[src/rtl/dreq_pkg.sv]
package dreq_pkg;
  localparam int unsigned DW = 16;
  localparam int unsigned AW = 2;

  localparam logic [AW-1:0] A_CTRL = 2'd0;
  localparam logic [AW-1:0] A_LEN  = 2'd1;
  localparam logic [AW-1:0] A_DATA = 2'd2;

  localparam int unsigned B_EN    = 0;
  localparam int unsigned B_DMA   = 1;
  localparam int unsigned B_ROM   = 2;
  localparam int unsigned B_END   = 5;
  localparam int unsigned B_EMPTY = 6;
  localparam int unsigned B_FULL  = 7;
endpackage

[src/rtl/dreq_fifo.sv]
module dreq_fifo #(
  parameter int unsigned DEPTH = 8,
  parameter int unsigned W     = 16,
  localparam int unsigned PW   = (DEPTH > 1) ? $clog2(DEPTH) : 1,
  localparam int unsigned CW   = $clog2(DEPTH + 1)
) (
  input  logic          clk_i,
  input  logic          rst_ni,
  input  logic          push_i,
  input  logic [W-1:0]  wdata_i,
  input  logic          pop_i,
  input  logic          flush_i,
  output logic [W-1:0]  rdata_o,
  output logic [CW-1:0] count_o,
  output logic          full_o,
  output logic          empty_o
);
  logic [W-1:0]  mem_q [DEPTH];
  logic [PW-1:0] wp_q, rp_q;
  logic [CW-1:0] cnt_q;
  logic          push_acc, pop_acc;

  function automatic logic [PW-1:0] nxt(input logic [PW-1:0] p);
    return (p == PW'(DEPTH - 1)) ? '0 : p + 1'b1;
  endfunction

  assign full_o   = (cnt_q == CW'(DEPTH));
  assign empty_o  = (cnt_q == '0);
  assign push_acc = push_i && !full_o;
  assign pop_acc  = pop_i && !empty_o;
  assign count_o  = cnt_q;
  assign rdata_o  = mem_q[rp_q];

  always_ff @(posedge clk_i or negedge rst_ni) begin
    if (!rst_ni) begin
      wp_q  <= '0;
      rp_q  <= '0;
      cnt_q <= '0;
    end else if (flush_i) begin
      wp_q  <= '0;
      rp_q  <= '0;
      cnt_q <= '0;
    end else begin
      if (push_acc) wp_q <= nxt(wp_q);
      if (pop_acc)  rp_q <= nxt(rp_q);
      case ({push_acc, pop_acc})
        2'b10:   cnt_q <= cnt_q + 1'b1;
        2'b01:   cnt_q <= cnt_q - 1'b1;
        default: cnt_q <= cnt_q;
      endcase
    end
  end

  for (genvar i = 0; i < DEPTH; i++) begin : g_slot
    always_ff @(posedge clk_i or negedge rst_ni) begin
      if (!rst_ni)                                      mem_q[i] <= '0;
      else if (push_acc && !flush_i && wp_q == PW'(i)) mem_q[i] <= wdata_i;
    end
  end

  p_no_overflow_r4: assert property (@(posedge clk_i) disable iff (!rst_ni)
    (full_o && push_i && !pop_i && !flush_i) |=> full_o);
  p_cap_r4: assert property (@(posedge clk_i) disable iff (!rst_ni)
    cnt_q <= CW'(DEPTH));
  p_empty_pop_r10: assert property (@(posedge clk_i) disable iff (!rst_ni)
    (empty_o && pop_i && !push_i) |=> empty_o);
endmodule

[src/rtl/dreq_regs.sv]
module dreq_regs
  import dreq_pkg::*;
(
  input  logic          clk_i,
  input  logic          rst_ni,
  input  logic          wr_i,
  input  logic [AW-1:0] addr_i,
  input  logic [DW-1:0] wdata_i,
  input  logic          pop_acc_i,
  input  logic          full_i,
  input  logic          empty_i,
  output logic          en_o,
  output logic          dma_o,
  output logic          rom_o,
  output logic          end_o,
  output logic          done_o,
  output logic [DW-1:0] rdata_o
);
  logic          en_q, dma_q, rom_q, end_q;
  logic [DW-1:0] rem_q;
  logic          wr_ctrl, wr_len;

  assign wr_ctrl = wr_i && addr_i == A_CTRL;
  assign wr_len  = wr_i && addr_i == A_LEN;
  assign done_o  = pop_acc_i && rem_q == DW'(1);

  always_ff @(posedge clk_i or negedge rst_ni) begin
    if (!rst_ni) begin
      en_q  <= 1'b0;
      dma_q <= 1'b0;
      rom_q <= 1'b0;
      end_q <= 1'b0;
      rem_q <= '0;
    end else begin
      if (wr_ctrl) begin
        en_q  <= wdata_i[B_EN];
        dma_q <= wdata_i[B_DMA];
        rom_q <= wdata_i[B_ROM];
        if (wdata_i[B_EN] && !en_q) end_q <= 1'b0;
      end
      if (pop_acc_i && rem_q != '0) rem_q <= rem_q - 1'b1;
      if (wr_len) rem_q <= {wdata_i[DW-1:2], 2'b00};
      if (done_o) begin
        en_q  <= 1'b0;
        end_q <= 1'b1;
      end
    end
  end

  always_comb begin
    rdata_o = '0;
    case (addr_i)
      A_CTRL: begin
        rdata_o[B_EN]    = en_q;
        rdata_o[B_DMA]   = dma_q;
        rdata_o[B_ROM]   = rom_q;
        rdata_o[B_END]   = end_q;
        rdata_o[B_EMPTY] = empty_i;
        rdata_o[B_FULL]  = full_i;
      end
      A_LEN:   rdata_o = {rem_q[DW-1:2], 2'b00};
      default: rdata_o = '0;
    endcase
  end

  assign en_o  = en_q;
  assign dma_o = dma_q;
  assign rom_o = rom_q;
  assign end_o = end_q;

  p_done_r9: assert property (@(posedge clk_i) disable iff (!rst_ni)
    done_o |=> (!en_q && end_q && rem_q == '0));
  p_rem_dec_r8: assert property (@(posedge clk_i) disable iff (!rst_ni)
    (pop_acc_i && rem_q != '0 && !wr_len) |=> rem_q == $past(rem_q) - 1'b1);
  p_rem_hold_r10: assert property (@(posedge clk_i) disable iff (!rst_ni)
    (!pop_acc_i && !wr_len) |=> $stable(rem_q));
endmodule

[src/rtl/dreq_req_gen.sv]
module dreq_req_gen #(
  parameter int unsigned CW    = 4,
  parameter int unsigned GROUP = 4
) (
  input  logic [CW-1:0] count_i,
  input  logic          chan_en_i,
  input  logic          glb_en_i,
  output logic          dreq_o
);
  logic whole;
  assign whole  = (count_i != '0) && ((count_i % CW'(GROUP)) == '0);
  assign dreq_o = whole && chan_en_i && glb_en_i;
endmodule

[src/rtl/dreq_fifo_bridge.sv]
module dreq_fifo_bridge
  import dreq_pkg::*;
#(
  parameter int unsigned DEPTH = 8,
  parameter int unsigned GROUP = 4,
  localparam int unsigned CW   = $clog2(DEPTH + 1)
) (
  input  logic          clk_i,
  input  logic          rst_ni,
  input  logic          bus_wr_i,
  input  logic [AW-1:0] bus_addr_i,
  input  logic [DW-1:0] bus_wdata_i,
  output logic [DW-1:0] bus_rdata_o,
  input  logic          chan_en_i,
  input  logic          glb_dma_en_i,
  output logic          dreq_o,
  input  logic          pop_i,
  output logic [DW-1:0] pop_data_o,
  output logic          xfer_end_o,
  output logic          dma_mode_o,
  output logic          rom_vis_o
);
  logic          en, done, full, empty, push, pop_acc;
  logic [CW-1:0] count;

  assign push    = bus_wr_i && bus_addr_i == A_DATA && en;
  assign pop_acc = pop_i && !empty;

  dreq_regs u_regs (
    .clk_i     (clk_i),
    .rst_ni    (rst_ni),
    .wr_i      (bus_wr_i),
    .addr_i    (bus_addr_i),
    .wdata_i   (bus_wdata_i),
    .pop_acc_i (pop_acc),
    .full_i    (full),
    .empty_i   (empty),
    .en_o      (en),
    .dma_o     (dma_mode_o),
    .rom_o     (rom_vis_o),
    .end_o     (xfer_end_o),
    .done_o    (done),
    .rdata_o   (bus_rdata_o)
  );

  dreq_fifo #(.DEPTH(DEPTH), .W(DW)) u_fifo (
    .clk_i   (clk_i),
    .rst_ni  (rst_ni),
    .push_i  (push),
    .wdata_i (bus_wdata_i),
    .pop_i   (pop_i),
    .flush_i (done),
    .rdata_o (pop_data_o),
    .count_o (count),
    .full_o  (full),
    .empty_o (empty)
  );

  dreq_req_gen #(.CW(CW), .GROUP(GROUP)) u_req (
    .count_i   (count),
    .chan_en_i (chan_en_i),
    .glb_en_i  (glb_dma_en_i),
    .dreq_o    (dreq_o)
  );

  p_gate_r2: assert property (@(posedge clk_i) disable iff (!rst_ni)
    (bus_wr_i && bus_addr_i == A_DATA && !en && !pop_i) |=> $stable(count));
  p_dreq_r6: assert property (@(posedge clk_i) disable iff (!rst_ni)
    dreq_o |-> (chan_en_i && glb_dma_en_i && !empty));
  p_flush_r9: assert property (@(posedge clk_i) disable iff (!rst_ni)
    done |=> (empty && !dreq_o));
endmodule

[config.mk]
export PLATFORM = sky130hd
export DESIGN_NAME = dreq_fifo_bridge
export DESIGN_NICKNAME = d
export VERILOG_FILES = /design/src/rtl/dreq_pkg.sv /design/src/rtl/dreq_fifo.sv /design/src/rtl/dreq_regs.sv /design/src/rtl/dreq_req_gen.sv /design/src/rtl/dreq_fifo_bridge.sv
export SDC_FILE = /design/constraint.sdc
export NUM_CORES = 1
export LEC_CHECK = 0
export ABC_AREA = 1
export BUFFER_PORTS_ARGS = -buffer_cell sky130_fd_sc_hd__buf_2
export CORE_UTILIZATION = 60
export CTS_CLUSTER_SIZE = 10
export DETAILED_ROUTE_END_ITERATION = 12
export PLACE_DENSITY = 0.78
export SETUP_SLACK_MARGIN = 0.4
export SLEW_MARGIN = 30
export SYNTH_ARGS = -nofsm -noshare
export SYNTH_HDL_FRONTEND = slang
export SYNTH_HIERARCHICAL = 1
export SYNTH_SLANG_ARGS = --single-unit
[constraint.sdc]
create_clock -name clk_i -period 3.1 [get_ports clk_i]
set_input_delay 0.155 -clock clk_i [delete_from_list [all_inputs] [get_ports clk_i]]
set_output_delay 0.155 -clock clk_i [all_outputs]
set_load 0.01 [all_outputs]
======== After elaboration in Yosys (flattened, before gate mapping) ========
Index checks and enable logic that the tools add are counted.
W data, S select, Z words.
word-level totals
  register bits ........................... 158
  bits of input ports ..................... 24
  output and inout port bits .............. 36
  word-level logic and storage cells ...... 97
cells by class
  add/subtract/negate cells ............... 5
  order comparisons ....................... 1
  equal/unequal tests ..................... 14
  multiplexer cells ....................... 22
  bitwise logic cells ..................... 1
  reduce and logical (&&, ||, !) cells .... 38
operators with widths
  cell                     number
  $mux W16                 4
  $bmux W16 S3             1
  $logic_and A1 B1 Y1      21
  $mux W3                  6
  $eq A16 B1 Y1 const B    1
  $reduce_bool A16 Y1      1
  $sub A16 B1 Y16 const B  1
  $eq A3 B3 Y1 const B     5
  $pmux W3 S2              2
  $reduce_bool A2 Y1       5
  $logic_not A4 Y1         2
  $mux W8                  1
  $pmux W4 S2              1
  $add A3 B1 Y3 const B    2
  $eq A3 B2 Y1 const B     2
  $mux W1                  5
  $add A4 B1 Y4 const B    1
  $eq A2 B1 Y1 const B     2
  $eq A2 B2 Y1 const B     2
  $eq A4 B4 Y1 const B     1
  $ge A4 B4 Y1 const B     1
  $logic_not A1 Y1         4
  $mux W4                  1
  $not A3 Y4               1
  other kinds (8)          8

======== Depth between registers and ports, before layout ========
  word-level depth ........................ 7
  mapped depth ............................ 14
  gate-level depth less buffers ........... 14

======== Hierarchy ========
The synthesis kept the hierarchy.
by module, submodules not included
  module            times used  cells an instance  area an instance (µm²)  sequential area each (µm²)
  dreq_fifo         1           750                6602.6                  3453.3
  dreq_regs         1           238                1541.5                  500.5
  dreq_fifo_bridge  1           6                  25.0                    0.0
  dreq_req_gen      1           6                  25.0                    0.0

======== Worst setup path after synthesis ========
Ideal clock, no wire load.
  path kind ............................... register to register
  start ................................... register u_fifo.cnt_q[0] (netlist: u_fifo/count_o[0])
  end ..................................... register u_fifo/mem_q[82] (netlist bit)
  library setup time ...................... 126 ps
  arrival ................................. 1815 ps
  required time ........................... 2974 ps
  path slack .............................. 1159 ps
  cell stages (with the launch flop) ...... 14
  buffers on the path ..................... 2
  clock period less this slack ............ 1941 ps
  cell sequence ........................... dfrtp_1 -> nor2_2 -> nand2_1 -> inv_1 -> nor2_1 -> nand3_1 -> nor2_1 -> nand2_1 -> inv_1 -> nor2_4 -> buf_12 -> nand3_4 -> buf_6 -> o21ai_1
on the way
  cells in the longest elaborated chain, start to end .. 7
  elaborated cells between the ends (all ways) .. 10
  classes of those cells .................. 1 x eq/ne; 9 x reduce/logical
RTL lines
  element                           RTL line                RTL
  start, declared                   dreq_fifo.sv:20         logic [CW-1:0] cnt_q;
  start signal, assigned            dreq_fifo.sv:47         2'b10: cnt_q <= cnt_q + 1'b1;
  start signal, assigned            dreq_fifo.sv:48         2'b01: cnt_q <= cnt_q - 1'b1;
  start signal, assigned            dreq_fifo.sv:49         default: cnt_q <= cnt_q;
  $logic_not A4 Y1                  dreq_fifo.sv:28         assign empty_o = (cnt_q == '0);
  net empty                         dreq_fifo_bridge.sv:23  logic en, done, full, empty, push, pop_acc;
  $logic_not A1 Y1                  dreq_fifo_bridge.sv:27  assign pop_acc = pop_i && !empty;
  $logic_and A1 B1 Y1               dreq_fifo_bridge.sv:27
  net pop_acc                       dreq_fifo_bridge.sv:23
  $logic_and A1 B1 Y1               dreq_regs.sv:25         assign done_o = pop_acc_i && rem_q == DW'(1);
  net done                          dreq_fifo_bridge.sv:23
  $logic_not A1 Y1                  dreq_fifo.sv:57         else if (push_acc && !flush_i && wp_q == PW'(i)) mem_q[i] <= wdata_i;
  $logic_and A1 B1 Y1 (2 in a row)  dreq_fifo.sv:57
  end signal, assigned by index     dreq_fifo.sv:57
  end, declared                     dreq_fifo.sv:18         logic [W-1:0] mem_q [DEPTH];
The timed path passes the listed nets, and every way through them passes these cells.
A chain may end at the register's enable or synchronous reset.

======== Final worst setup path ========
  start ................................... register u_fifo.rp_q[1]
  end ..................................... output pop_data_o[6]
on the way
  cells in the longest elaborated chain, start to end .. 4
RTL lines
  element                                      RTL line                RTL
  start, declared                              dreq_fifo.sv:19         logic [PW-1:0] wp_q, rp_q;
  start signal, assigned                       dreq_fifo.sv:45         if (pop_acc) rp_q <= nxt(rp_q);
  $not A3 Y4 (not written as such)             dreq_fifo.sv:32         assign rdata_o = mem_q[rp_q];
  $bmux W16 S3                                 dreq_fifo.sv:32
  $mux W16 (not written as such) (2 in a row)  dreq_fifo.sv:32
  end, declared                                dreq_fifo_bridge.sv:18  output logic [DW-1:0] pop_data_o,
No other way between the ends. The select of a mux whose other input is x is not followed.

==> impl_summary.txt <==
----------------------------------------------------
[Outcome]
  Run status ... complete, no violations

[Power]
  Power Internal ... 5.706 mW
  Pleak ... 4.503 nW
  Fraction of power consumed by combinational cells ... 0.399
  Reported net switching power ... 3.817 mW
  Sequential share of power ... 0.377
  Power Density ... 1039 nW/um2
  Max rail drop VDD ... 0.0004700 V
  Share of power burned in the clock network ... 0.224
  Switching part of the total power ... 0.4008

[Global routing]
  Wire length of the first global-routing pass ... 32.20 mm
  Sum of overflow across all layers after global routing ... 0
  Overall Global Routing Usage ... 0.2936
  Via count of the first global-routing pass ... 6518
  Maximum number of pins on one net before global-route repair ... 62
  Initial antenna violation count ... 0

[Critical path]
  Library cell contributing the largest single delay on the critical path ... sky130_fd_sc_hd__dfrtp_1
  Critical path launch point type ... register
  Critical Setup Path Class ... reg2out
  Worst endpoint required time ... 2.94 ns
  Register-to-register setup slack ... 0.68 ns
  Data arrival time of the critical path ... 2.39 ns
  Ordered cell list for the critical path ... buf_4 -> o21ai_0 -> o22ai_1 -> nor2_1 -> a31oi_1 -> buf_2
  Worst Setup End Kind ... primary output
  Max FO, Critical Path ... 20
  Worst stage delay on the critical path ... 0.75 ns
  Worst Reg2Reg Path Length in Cells ... 14

[Route]
  Remaining DRCs ... 0
  Number of violations reported at the end of detailed-routing iteration 0 ... 721
  Post-DR vias/cell ... 5.646
  Final WL ... 20.13 mm
  Residual antenna-violating net count after detailed routing ... 0
  Drt wl/cell ... 16.26 um
  Total vias in the final route ... 6990
  TritonRoute pass-1 iters ... 6

[Logic synthesis]
  Adder and majority cell fraction of the synthesized area ... 0.02077
  Portion of the post-synthesis area used by sequential elements ... 0.4825
  Post-synthesis share of cell area spent on and, or, nand and nor gates ... 0.2402
  Number of enable-type register cells in the synthesized netlist ... 0
  XOR/XNOR share of the synthesized area ... 0.005344
  Unique masters post-synth ... 36
  Combinational family with the most area after synthesis ... simple AND/OR/NAND/NOR gates
  Synthesized net count ... 1037
  Compound-Gate Fraction of Synth Area ... 0.1716
  Post-synthesis area per instance ... 8.194 um2
  Share of synthesized area spent on multiplexers ... 0
  Post-synthesis instance area ... 8194 um2
  Proportion of register bits with asynchronous set or reset after synthesis ... 1.000
  Number of warnings reported in the yosys synthesis log ... 6
  Most used flip-flop cell after synthesis ... sky130_fd_sc_hd__dfrtp_1
  FF+latch count, synth ... 158
  Cells after Synth ... 1000

[Layout]
  Fillers ... 1080
  Fraction of layout instances using a drive strength above 1 ... 0.1610
  Number of nets in the layout ... 1086
  Number of cells in the finished layout apart from fillers ... 1238
  Combined flip-flop and latch cell area ... 3955 um2
  Area used by multi-input combinational logic ... 3623 um2
  Post-synthesis to final-layout area growth ... 11.89%
  Diode insertion count for antenna repair ... 0

[Clocking]
  Deepest level of the CTS H-tree ... 4
  TritonCTS clock tree ... built
  Master cell of the clock root buffer ... sky130_fd_sc_hd__clkbuf_16
  Num CTS Buffers ... 17
  Clock Pin Slew Worst Setup and Hold Paths ... 0.06 ns
  Maximum root-to-sink buffer count ... 2
  Worst-Skew Late Latency ... 0.42 ns
  Clk sinks ... 158

[STA]
  Setup TNS after final layout ... 0 ns
  F_max ... 0.3934 GHz
  Unrepaired setup endpoints after global routing ... no
  Slew @ Worst Pin ... 0.6437 ns
  Max-slew violation count ... 0
  Clock period minus final worst setup slack ... 2.542 ns
  Final hold vios ... 0
  Final critical-path share of the clock period ... 0.8200
  Final Setup Violations ... 0
  Remaining max-slew budget at the tightest pin ... 0.5709
  Hold slack ... 0.01768 ns
  Setup clock skew after layout ... 0.006374 ns

[Floorplanning]
  I/O Pins ... 60
  Width of the die ... 118.9 um
  Core box area ... 13300 um2
  Die outline area ... 14130 um2
  Die H ... 118.9 um
  Initial core utilization ... 0.6163
  Cell row count ... 42

[Place]
  Port Buf Inserts ... 59
  RePlAce Congestion ... 0.9860
  Total placed cells including tap cells ... 1195
  Half-perimeter wire length after placement ... 12.40 mm

[Run]
  Number of max-capacitance violations reported ... 0

[Hold path]
  Cell depth of the worst min-delay path ... 3
  Worst min path class ... in2reg

----------------------------------------------------
==> state kept, by name (all words and copies together) (netlist names) <==
signal and count:
u_fifo/mem_q 128, u_regs/rem_q 16, u_fifo/count_o 4, u_fifo/rp_q 3
u_fifo/wp_q 3, u_regs/dma_o 1, u_regs/en_o 1, u_regs/end_o 1
u_regs/rom_o 1
==> area by class of cell <==
| type | count | share of cell area |
|---|---|---|
| multi-input cells | 725 | 0.3952 |
| repair buffers | 80 | 0.05554 |
| well taps | 176 | 0.02402 |
| inverters | 67 | 0.02743 |
| clock inverters | 11 | 0.01515 |
| flip-flops and latches | 158 | 0.4314 |
| clock buffers | 21 | 0.05131 |
==> Yosys cell counts, types with 6 or more instances <==
cell | number | area, um2
sky130_fd_sc_hd__nand2_1 | 231 | 867.1
sky130_fd_sc_hd__dfrtp_1 | 158 | 3954
sky130_fd_sc_hd__nor2_1 | 153 | 574.3
sky130_fd_sc_hd__o21ai_0 | 130 | 650.6
sky130_fd_sc_hd__inv_1 | 61 | 229.0
sky130_fd_sc_hd__o21ai_1 | 57 | 285.3
sky130_fd_sc_hd__nand3_1 | 39 | 195.2
sky130_fd_sc_hd__o21ai_2 | 27 | 236.5
sky130_fd_sc_hd__buf_6 | 22 | 247.7
sky130_fd_sc_hd__a31oi_1 | 17 | 106.4
sky130_fd_sc_hd__o22ai_1 | 17 | 106.4
sky130_fd_sc_hd__clkbuf_1 | 15 | 56.30
sky130_fd_sc_hd__ha_1 | 12 | 150.1
sky130_fd_sc_hd__buf_2 | 10 | 50.05
sky130_fd_sc_hd__nand2_4 | 6 | 67.56
sky130_fd_sc_hd__nor2_2 | 6 | 37.54
==> metal layers <==
layer | part of all wire | routed length [um] | vias to the layer above | GRT usage
met1 | 0.44 | 8925 | 3326 | 0.3961
met5 | 0 | 0 | - | 0
met3 | 0.063 | 1264 | 28 | 0.05316
met4 | 0.016 | 328 | 0 | 0.09652
met2 | 0.48 | 9612 | 256 | 0.4821
li1 | - | - | 3380 | -
==> final timing paths <==
kind / start / end
max in group asynchronous: rst_ni / u_fifo/rp_q[0]
worst min-delay path: bus_wdata_i[1] / u_regs/dma_o
worst min register to register: u_fifo/mem_q[17] / u_fifo/mem_q[17]
worst max-delay path: u_fifo/rp_q[1] / pop_data_o[6]
min in group asynchronous: rst_ni / u_fifo/mem_q[2]
worst max register to register: u_fifo/count_o[3] / u_fifo/mem_q[28]
==> through the flow <==
step,utilization,instance area [um2],total power [mW],worst slack (ns)
4_1_cts,0.6838,9091,9.459,0.4397
3_5_place_dp,0.6342,8432,7.285,0.5159
6_report,0.6896,9169,9.524,0.5579
3_3_place_gp,0.6342,8432,7.177,0.6041
2_1_floorplan,-,8194,6.237,1.159
5_1_grt,0.6896,9169,10.23,0.4689
==> critical path: cells and delay by family, from the launching register on <==
kind / cells / cell delay (ns)
buf+inv: 2 / 0.57
simple gates: 1 / 0.06
compound gates: 3 / 0.57
flops: 1 / 0.75
==> what timing repair did <==
action | 4_1_cts | 5_1_grt
resized for setup | 0 | 2
buffers inserted | 0 | 4
endpoints found under the hold margin | 62 | 0
hold buffers | 5 | 0
endpoints found under the setup margin | 0 | 90
==> cell usage in the layout, fill, tap and decap left out, drive strengths merged <==
cell type	netlist	routed
nand4	1	1
clkinv	1	7
xnor2	1	1
xor2	4	4
buf	37	75
o22ai	17	17
clkbuf	15	21
nor2	164	164
nand3	45	47
a21o	1	1
a31oi	17	17
bufinv	0	3
clkinvlp	0	2
or2	1	1
dlygate4sd3	0	5
dfrtp	158	158
and2	1	1
a21oi	2	2
inv	66	66
fa	1	1
o21ai	214	214
nand2	242	242
ha	12	12
==> power by group through the flow <==
stage	combinational, mW	clock, mW	sequential (mW)
5_1_grt	4.29	2.24	3.69
2_1_floorplan	2.83	0	3.41
6_report	3.80	2.14	3.59
4_1_cts	3.75	2.15	3.55
3_3_place_gp	3.62	0	3.56
3_5_place_dp	3.72	0	3.57
==> kinds of logic (layout without fill, tap and decap cells) <==
group | after synthesis | count (layout)
compound gates | 251 | 251
flops | 158 | 158
fa+ha+maj | 13 | 13
xor+xnor | 5 | 5
simple gates | 454 | 456
buf+inv | 119 | 179
No activity file was read; power rests on OpenSTA's default activity.
